[src/rtl/dvfs_lvl_pkg.sv]
package dvfs_lvl_pkg;

    localparam int DATA_W = 32;
    localparam int DIV_W  = 3;

    // register offsets
    localparam int OFS_LVL01 = 'h18;
    localparam int OFS_LVL23 = 'h1C;
    localparam int OFS_MODE  = 'h24;
    localparam int OFS_LOAD  = 'h30;

    // mode register bit positions
    localparam int MB_SRC_EN = 26;
    localparam int MB_GEN_EN = 28;
    localparam int MB_DIV_EN = 29;
    localparam int MB_VDD_EN = 30;
    localparam int MB_MASTER = 31;

    typedef struct packed {
        logic [DATA_W-1:0] lvl01;
        logic [DATA_W-1:0] lvl23;
        logic [DATA_W-1:0] mode;
        logic [DATA_W-1:0] load;
    } regs_t;

    typedef struct packed {
        logic [DIV_W-1:0] ratio;
        logic             src;
        logic [1:0]       gen;
        logic [1:0]       vsel;
    } lvl_cfg_t;

    function automatic lvl_cfg_t dec_half(input logic [15:0] h);
        lvl_cfg_t c;
        c.ratio = h[15:13];
        c.src   = h[11];
        c.gen   = h[10:9];
        c.vsel  = h[7:6];
        return c;
    endfunction

endpackage

[src/rtl/dvfs_regfile.sv]
module dvfs_regfile
    import dvfs_lvl_pkg::*;
#(
    parameter int ADDR_W = 8,
    parameter int LVL_W  = 2
) (
    input  logic              clk,
    input  logic              rst_n,
    input  logic              bus_we,
    input  logic [ADDR_W-1:0] bus_addr,
    input  logic [DATA_W-1:0] bus_wdata,
    output logic [DATA_W-1:0] bus_rdata,
    input  logic              load_vld,
    input  logic [LVL_W-1:0]  load_lvl,
    output regs_t             regs_o
);

    regs_t regs_d, regs_q;
    logic  locked;

    assign locked = regs_q.mode[MB_MASTER];

    always_comb begin
        regs_d = regs_q;
        if (bus_we) begin
            if (bus_addr == ADDR_W'(OFS_LVL01) && !locked) regs_d.lvl01 = bus_wdata;
            if (bus_addr == ADDR_W'(OFS_LVL23) && !locked) regs_d.lvl23 = bus_wdata;
            if (bus_addr == ADDR_W'(OFS_LOAD)  && !locked) regs_d.load  = bus_wdata;
            if (bus_addr == ADDR_W'(OFS_MODE))             regs_d.mode  = bus_wdata;
        end
        if (locked && load_vld) regs_d.load[LVL_W-1:0] = load_lvl;
    end

    always_ff @(posedge clk or negedge rst_n) begin
        if (!rst_n) regs_q <= '0;
        else        regs_q <= regs_d;
    end

    always_comb begin
        bus_rdata = '0;
        if (bus_addr == ADDR_W'(OFS_LVL01)) bus_rdata = regs_q.lvl01;
        if (bus_addr == ADDR_W'(OFS_LVL23)) bus_rdata = regs_q.lvl23;
        if (bus_addr == ADDR_W'(OFS_MODE))  bus_rdata = regs_q.mode;
        if (bus_addr == ADDR_W'(OFS_LOAD))  bus_rdata = regs_q.load;
    end

    assign regs_o = regs_q;

endmodule

[src/rtl/dvfs_lvl_sel.sv]
module dvfs_lvl_sel
    import dvfs_lvl_pkg::*;
#(
    parameter int LVL_N = 4,
    localparam int LVL_W  = $clog2(LVL_N),
    localparam int WORD_N = LVL_N / 2
) (
    input  regs_t            regs,
    output logic [DIV_W-1:0] act_ratio,
    output logic             div_act,
    output logic [1:0]       vdd_sel,
    output logic             clk_src_sel,
    output logic [1:0]       gen_sel
);

    logic [DATA_W-1:0] words [WORD_N];
    lvl_cfg_t          cfg   [LVL_N];
    lvl_cfg_t          act;
    logic [LVL_W-1:0]  lvl;
    logic              master;
    logic              unused_bits;

    assign words[0] = regs.lvl01;
    assign words[1] = regs.lvl23;

    for (genvar g = 0; g < LVL_N; g++) begin : g_lvl
        if (g % 2 == 0) begin : g_upper
            assign cfg[g] = dec_half(words[g/2][31:16]);
        end else begin : g_lower
            assign cfg[g] = dec_half(words[g/2][15:0]);
        end
    end

    assign lvl         = regs.load[LVL_W-1:0];
    assign act         = cfg[lvl];
    assign master      = regs.mode[MB_MASTER];
    assign unused_bits = ^{regs.load[DATA_W-1:LVL_W], regs.mode[27], regs.mode[25:0]};

    always_comb begin
        act_ratio   = act.ratio;
        div_act     = master && regs.mode[MB_DIV_EN];
        vdd_sel     = (master && regs.mode[MB_VDD_EN]) ? act.vsel : cfg[0].vsel;
        clk_src_sel = (master && regs.mode[MB_SRC_EN]) ? act.src  : cfg[0].src;
        gen_sel     = (master && regs.mode[MB_GEN_EN]) ? act.gen  : cfg[0].gen;
    end

endmodule

[src/rtl/dvfs_clk_strobe.sv]
module dvfs_clk_strobe
    import dvfs_lvl_pkg::*;
#(
    parameter int CNT_W = DIV_W
) (
    input  logic             clk,
    input  logic             rst_n,
    input  logic             div_act,
    input  logic [DIV_W-1:0] ratio,
    output logic             clk_en
);

    typedef struct packed {
        logic [CNT_W-1:0] cnt;
    } st_t;

    st_t              st_d, st_q;
    logic [DIV_W-1:0] eff;

    always_comb begin
        eff    = (ratio == '0) ? DIV_W'(1) : ratio;
        clk_en = (st_q.cnt == '0);
        st_d   = st_q;
        if (!div_act)    st_d.cnt = '0;
        else if (clk_en) st_d.cnt = CNT_W'(eff - DIV_W'(1));
        else             st_d.cnt = st_q.cnt - CNT_W'(1);
    end

    always_ff @(posedge clk or negedge rst_n) begin
        if (!rst_n) st_q <= '0;
        else        st_q <= st_d;
    end

endmodule

[src/rtl/dvfs_lvl_ctrl.sv]
module dvfs_lvl_ctrl
    import dvfs_lvl_pkg::*;
#(
    parameter int ADDR_W = 8,
    parameter int LVL_N  = 4,
    localparam int LVL_W = $clog2(LVL_N)
) (
    input  logic              clk,
    input  logic              rst_n,
    input  logic              bus_we,
    input  logic [ADDR_W-1:0] bus_addr,
    input  logic [DATA_W-1:0] bus_wdata,
    output logic [DATA_W-1:0] bus_rdata,
    input  logic              load_vld,
    input  logic [LVL_W-1:0]  load_lvl,
    output logic              cpu_clk_en,
    output logic [1:0]        vdd_sel,
    output logic              clk_src_sel,
    output logic [1:0]        gen_sel
);

    regs_t            regs_q;
    logic [DIV_W-1:0] act_ratio;
    logic             div_act;

    dvfs_regfile #(.ADDR_W(ADDR_W), .LVL_W(LVL_W)) u_regs (
        .clk       (clk),
        .rst_n     (rst_n),
        .bus_we    (bus_we),
        .bus_addr  (bus_addr),
        .bus_wdata (bus_wdata),
        .bus_rdata (bus_rdata),
        .load_vld  (load_vld),
        .load_lvl  (load_lvl),
        .regs_o    (regs_q)
    );

    dvfs_lvl_sel #(.LVL_N(LVL_N)) u_sel (
        .regs        (regs_q),
        .act_ratio   (act_ratio),
        .div_act     (div_act),
        .vdd_sel     (vdd_sel),
        .clk_src_sel (clk_src_sel),
        .gen_sel     (gen_sel)
    );

    dvfs_clk_strobe u_strobe (
        .clk     (clk),
        .rst_n   (rst_n),
        .div_act (div_act),
        .ratio   (act_ratio),
        .clk_en  (cpu_clk_en)
    );

endmodule

[config.mk]
export PLATFORM = sky130hd
export DESIGN_NAME = dvfs_lvl_ctrl
export DESIGN_NICKNAME = d
export VERILOG_FILES = /design/src/rtl/dvfs_lvl_pkg.sv /design/src/rtl/dvfs_regfile.sv /design/src/rtl/dvfs_lvl_sel.sv /design/src/rtl/dvfs_clk_strobe.sv /design/src/rtl/dvfs_lvl_ctrl.sv
export SDC_FILE = /design/constraint.sdc
export NUM_CORES = 1
export LEC_CHECK = 0
export BUFFER_PORTS_ARGS = -buffer_cell sky130_fd_sc_hd__buf_2
export CAP_MARGIN = 10
export CORE_ASPECT_RATIO = 0.8
export CORE_UTILIZATION = 60
export DETAILED_ROUTE_END_ITERATION = 16
export PLACE_DENSITY = 0.82
export REMOVE_ABC_BUFFERS = 1
export SLEW_MARGIN = 15
export SYNTH_ARGS = -nofsm -noshare
export SYNTH_HDL_FRONTEND = slang
export SYNTH_HIERARCHICAL = 1
export SYNTH_SLANG_ARGS = --single-unit
[constraint.sdc]
create_clock -name clk -period 4.9 [get_ports clk]
set_input_delay 0.98 -clock clk [delete_from_list [all_inputs] [get_ports clk]]
set_output_delay 0.98 -clock clk [all_outputs]
set_load 0.02 [all_outputs]
==> flow_metrics.env, run 1 <==
export IMPL_start_util=0.6293
export IMPL_skew_ps=6.481
export IMPL_die_w_microns=119.0
export IMPL_grt_max_degree=80
export IMPL_cts_root_buffer="clkbuf_16"
export IMPL_p_comb_frac=0.095
export IMPL_holdCritPathClass="flop to flop"
export IMPL_synth_area_sq_um=6574
export IMPL_fmax_mhz=254.7
export IMPL_internal_power_uw=2050
export IMPL_yosys_top_cells_area="dfrtp_1 50%, mux2_2 16%, mux2_4 6.9%, mux2i_1 5.6%, a2bb2oi_1 4.3%"
export IMPL_min_period_ps=3926
export IMPL_drc_errors=0
export IMPL_holdWs_ps=503.7
export IMPL_viasPerCell=6.399
export IMPL_slew_viol_final=0
export IMPL_nets=625
export IMPL_status="finished clean"
export IMPL_fillers=717
export IMPL_synth_xor_area_share=0
export IMPL_setup_viol=0
export IMPL_dr_pass1_iters=5
export IMPL_rsz0062_at_grt="false"
export IMPL_synth_top_family_by_area="multiplexers"
export IMPL_p_sw_frac=0.2445
export IMPL_start_kind="input port"
export IMPL_peakVddDrop_uv=258.5
export IMPL_drt_total_wl_microns=16100
export IMPL_antenna_found_initial=0
export IMPL_synth_fa_ha_area_frac=0.001903
export IMPL_netlist_area_leader_share=0.4987
export IMPL_overflow=0
export IMPL_worst_ep_required_time_ps=3920
export IMPL_rows=33
export IMPL_cts_setup_buffers=0
export IMPL_gp_congestion=0.7464
export IMPL_grt_pass1_vias=5058
export IMPL_synthTopCellsByCount="131 x dfrtp_1, 96 x mux2_2, 37 x mux2i_1"
export IMPL_post_drt_wl_per_cell_microns=22.06
export IMPL_ys_ff_latch=131
export IMPL_min_path_cells=1
export IMPL_syn2layout_area_growth_pct=16.48
export IMPL_critPathCaptureType="primary output"
export IMPL_die_h_microns=95.62
export IMPL_arrival_ps=2950
export IMPL_cts_resized_gates=0
export IMPL_clk_pin_slew_ps=60
export IMPL_numPortBuffers=83
export IMPL_dieArea_sq_um=11380
export IMPL_r2r_slack_ps=2250
export IMPL_yosys_area_share_simple=0.06509
export IMPL_drive_gt1_frac=0.4525
export IMPL_yosys_warnings=6
export IMPL_worstPathMaxFanout=33
export IMPL_yosysSeqAreaShare=0.4987
export IMPL_cts_max_level=4
export IMPL_vias=4671
export IMPL_p_seq_frac=0.448
export IMPL_finalCritPeriodShare=0.8012
export IMPL_cts_tree="yes"
export IMPL_synth_most_common_cell="dfrtp_1"
export IMPL_async_reset_ff_frac=1.000
export IMPL_clockBufferDepth=2
export IMPL_synth_distinct_cells=44
export IMPL_setup_slack_ps=974.2
export IMPL_cts_made_buffers=17
export IMPL_p_clk_frac=0.457
export IMPL_worst_pin_slew_ps=994.0
export IMPL_grt_pass1_wl_microns=26200
export IMPL_syn_area_per_cell_sq_um=13.10
export IMPL_io_pins=84
export IMPL_cts_sinks=131
export IMPL_hold_viol_final=0
export IMPL_fin_util=0.7330
export IMPL_place_ws_ps=1024
export IMPL_reg2reg_depth=4
export IMPL_drt_iter0_drc=421
export IMPL_synth_flop_cell="dfrtp_1"
export IMPL_power_switching_uw=663.7
export IMPL_grt_total_usage=0.3078
export IMPL_leakagePower_uw=0.003861
export IMPL_synth_cells=502
export IMPL_powerDensity_nw_per_um2=354.4
export IMPL_antenna_cells=0
export IMPL_ctsHoldBuffers=0
export IMPL_synth_edff_count=0
export IMPL_hold_end="u_regs/regs_o[115]"
export IMPL_total_power_uw=2714
export IMPL_final_antenna_net_count=0
export IMPL_synth_compound_area_frac=0.09783
export IMPL_hp_start="u_regs/regs_o[115]"
export IMPL_clock_latency_ps=410
export IMPL_synthMuxAreaShare=0.2996
export IMPL_maxCapViolCount=0
export IMPL_slew_headroom=0.3373
export IMPL_yosys_area_top_type="dfrtp_1"
export IMPL_dp_hpwl_microns=9735
export IMPL_place_area_sq_um=7077
export IMPL_core_area_sq_um=10450
export IMPL_final_area_sq_um=7657
export IMPL_critPathKind="input port to primary output"
export IMPL_rr_endpoint="u_regs/regs_o[29]"
export IMPL_timing_rr_start="u_regs/regs_o[63]"
[power groups by stage]
stage	logic [uW]	clock network [uW]	registers [uW]
6_report	257	1240	1220
5_1_grt	279	1300	1220
4_1_cts	257	1260	1210
3_5_place_dp	254	0	1230
3_3_place_gp	242	0	1230
2_1_floorplan	154	0	1210
[sequential cells by signal, summed over array words and instances (netlist names)]
name,flops
u_regs/regs_o,128
u_strobe/st_q,3
[through the flow]
step                TNS (ps)  std cells
floorplan             -12370        460
global placement           0        699
detailed placement         0        699
CTS                        0        730
global route               0        730
finish                     0        730
[how the worst max path moves through the flow]
stage | startpoint | endpoint | slack, ps | depth (start not counted)
final | bus_addr[1] | bus_rdata[1] | 970 | 6
after global routing | bus_addr[1] | bus_rdata[1] | 850 | 6
after CTS | bus_addr[0] | bus_rdata[1] | 1010 | 6
after detailed placement | bus_addr[0] | bus_rdata[1] | 1020 | 6
after global placement | bus_addr[0] | bus_rdata[19] | 1070 | 6
after floorplan | bus_addr[1] | bus_rdata[0] | -410 | 3
[cells in the final DEF, fill, tap and decap left out, types with 3 or more instances in the layout]
cell       instances
nor2b_1            3
dfrtp_1          131
nand2b_1           3
o22ai_1           32
mux4_2             3
a2bb2oi_1         32
nor3_1            31
nand2_1            5
mux2_2            96
clkbuf_8           3
clkbuf_16         17
buf_4             17
a221oi_1           3
mux2i_1           37
nand4b_1           3
nor2_1             4
or4_1              3
a21oi_1            6
mux2_4            30
clkbuf_1           3
o21ai_1            3
and3_1             3
buf_2             82
[cell families after synthesis]
logic type / Yosys count
buffers and inverters: 44
adder cells (fa/ha/maj): 1
AND/OR/NAND/NOR: 72
AO/OA/AOI/OAI: 88
flip-flops: 131
multiplexers: 166
[worst max-delay path: stages]
cell and delay (ps):
buf_2 90, or4_1 730, buf_4 360, nor3_1 250, a2bb2oi_1 290, buf_2 220
[cell type report]
class	count	area, sq um	share of cell area
clock buffers	23	478.0	0.06242
well taps	140	175.2	0.02288
clock inverters	8	102.6	0.01340
repair buffers	99	538.0	0.07026
multi-input cells	327	3078	0.4020
inverters	2	7.507	0.0009804
flip-flops and latches	131	3278	0.4281
[routing by layer]
metal | global-route usage | wire, microns | vias up
li1 | - | - | 2057
met1 | 0.3925 | 6891 | 2397
met2 | 0.5145 | 7908 | 185
met3 | 0.06639 | 931 | 32
met4 | 0.1308 | 370 | 0
met5 | 0 | 0 | -
Power figures use the tool's default switching activity.
==> inputs of run 2 (changes only) <==
Settings changed: CORE_UTILIZATION 60 to 53, PLACE_DENSITY 0.82 to 0.77.
Clock period 4.9 ns to 3.31 ns, I/O delays scaled along.
==> run 2 against run 1 <==
Against the previous run:
- worst hold slack lost 120 ps
- wire length is 0.88% lower
- critical path depth did not move
- sequential cell count is the same
- cell count rose by 1.9%
- total power up 51%
- die area is 13% higher
- via count is 1.8% lower
- highest routed layer unchanged
- global-route usage is 4.2 points lower
- first-iteration DRC count is 25% lower
- largest power group unchanged
- non-clock buffer count increased by 4
- clock power increased by 55%
==> flow_metrics.env, run 2 (synthesis gave the netlist of run 1 again) <==
export IMPL_setup_viol=0
export IMPL_p_sw_frac=0.2456
export IMPL_clk_pin_slew_ps=60
export IMPL_cts_made_buffers=17
export IMPL_p_clk_frac=0.468
export IMPL_cts_setup_buffers=0
export IMPL_syn2layout_area_growth_pct=18.18
export IMPL_powerDensity_nw_per_um2=528.0
export IMPL_slew_headroom=0.3653
export IMPL_leakagePower_uw=0.003904
export IMPL_r2r_slack_ps=870
export IMPL_overflow=0
export IMPL_slew_viol_final=0
export IMPL_hold_viol_final=0
export IMPL_reg2reg_depth=6
export IMPL_worst_pin_slew_ps=952.0
export IMPL_post_drt_wl_per_cell_microns=21.45
export IMPL_holdCritPathClass="input port to async pin"
export IMPL_final_antenna_net_count=0
export IMPL_worstPathMaxFanout=9
export IMPL_place_area_sq_um=7154
export IMPL_start_util=0.5580
export IMPL_critPathKind="input port to primary output"
export IMPL_grt_total_usage=0.2658
export IMPL_path_common_cell="buf_2"
export IMPL_fmax_mhz=321.0
export IMPL_drt_total_wl_microns=15960
export IMPL_power_switching_uw=1007
export IMPL_clock_latency_ps=420
export IMPL_cts_max_level=4
export IMPL_cts_sinks=131
export IMPL_numPortBuffers=83
export IMPL_met1_usage=0.3457
export IMPL_cts_tree="yes"
export IMPL_met3_usage=0.06233
export IMPL_cts_resized_gates=0
export IMPL_die_h_microns=101.6
export IMPL_rr_endpoint="u_strobe/st_q[2]"
export IMPL_timing_rr_start="u_regs/regs_o[1]"
export IMPL_layout_common_cells="131 x dfrtp_1, 96 x mux2_2, 82 x buf_2, 37 x mux2i_1"
export IMPL_holdWs_ps=388.0
export IMPL_grt_max_degree=75
export IMPL_antenna_found_initial=1
export IMPL_die_w_microns=126.5
export IMPL_start_kind="input port"
export IMPL_arrival_ps=2450
export IMPL_largest_reg_flops=128
export IMPL_grt_pass1_wl_microns=25770
export IMPL_critPathMaxStageDelay_ps=620
export IMPL_drive_gt1_frac=0.4622
export IMPL_p_seq_frac=0.439
export IMPL_setup_tns_ps=0
export IMPL_final_area_sq_um=7769
export IMPL_skew_ps=8.901
export IMPL_maxCapViolCount=0
export IMPL_dr_pass1_iters=5
export IMPL_worst_ep_required_time_ps=2650
export IMPL_gp_congestion=0.7569
export IMPL_cts_root_buffer="clkbuf_16"
export IMPL_busiest_layer="met2"
export IMPL_crit_chain="buf_2 -> or4_1 -> a211oi_4 -> buf_4 -> a2bb2oi_1 -> buf_2"
export IMPL_layout_cells_most_common="dfrtp_1"
export IMPL_drt_iter0_drc=314
export IMPL_nets=629
export IMPL_peakVddDrop_uv=399.0
export IMPL_vias=4587
export IMPL_drc_errors=0
export IMPL_total_power_uw=4102
export IMPL_ctsHoldBuffers=0
export IMPL_finalCritPeriodShare=0.9411
export IMPL_internal_power_uw=3095
export IMPL_slowest_stage="or4_1"
export IMPL_dp_hpwl_microns=9951
export IMPL_critPathCaptureType="primary output"
export IMPL_fillers=888
export IMPL_grt_pass1_vias=4894
export IMPL_rows=35
export IMPL_clockBufferDepth=2
export IMPL_core_area_sq_um=11780
export IMPL_min_period_ps=3115
export IMPL_viasPerCell=6.165
export IMPL_p_comb_frac=0.093
export IMPL_cp_startpoint="bus_addr[1]"
export IMPL_status="finished clean"
export IMPL_io_pins=84
export IMPL_rsz0062_at_grt="false"
export IMPL_dieArea_sq_um=12860
export IMPL_use_met2=0.4369
-- run 2: final cells by class --
type	instances	area, sq um	share of cell area
sequential	131	3278	0.4220
multi-input combinational	327	3078	0.3962
timing repair buffer	103	605.6	0.07795
clock buffer	19	452.9	0.05830
tap	148	185.2	0.02384
clock inverter	13	158.9	0.02045
inverter	2	7.507	0.0009663
antenna	1	2.502	0.0003221
-- run 2: per-layer routing --
layer	vias to the layer above	part of all wire
li1	2067	-
met2	153	0.48
met4	0	0.018
met5	-	0
met3	23	0.072
met1	2344	0.44
-- run 2: how the worst max path moves through the flow --
stage	end	depth (start not counted)
floorplan	bus_rdata[0]	3
global placement	bus_rdata[1]	6
detailed placement	bus_rdata[1]	6
CTS	bus_rdata[1]	6
global route	bus_rdata[1]	6
finish	bus_rdata[1]	6
-- run 2: stage by stage --
stage,std cells,utilization,setup slack [ps]
after floorplan,460,-,-1366
after global placement,711,0.6073,232.9
after detailed placement,711,0.6073,203.5
after CTS,743,0.6593,196.8
after global routing,743,0.6593,102.7
final,744,0.6595,194.8
-- run 2: power groups by stage --
| stage | Clock [uW] | Combinational (uW) | Sequential (uW) |
|---|---|---|---|
| 2_1_floorplan | 0 | 228 | 1790 |
| 3_3_place_gp | 0 | 361 | 1820 |
| 5_1_grt | 2020 | 414 | 1810 |
| 4_1_cts | 1950 | 382 | 1800 |
| 6_report | 1920 | 381 | 1800 |
| 3_5_place_dp | 0 | 377 | 1830 |
-- run 2: worst max-delay path, delay by kind of cell --
family	cells	cell delay, ps
and+or+nand+nor	1	620
buffers and inverters	3	540
AOI/OAI and AO/OA	2	630
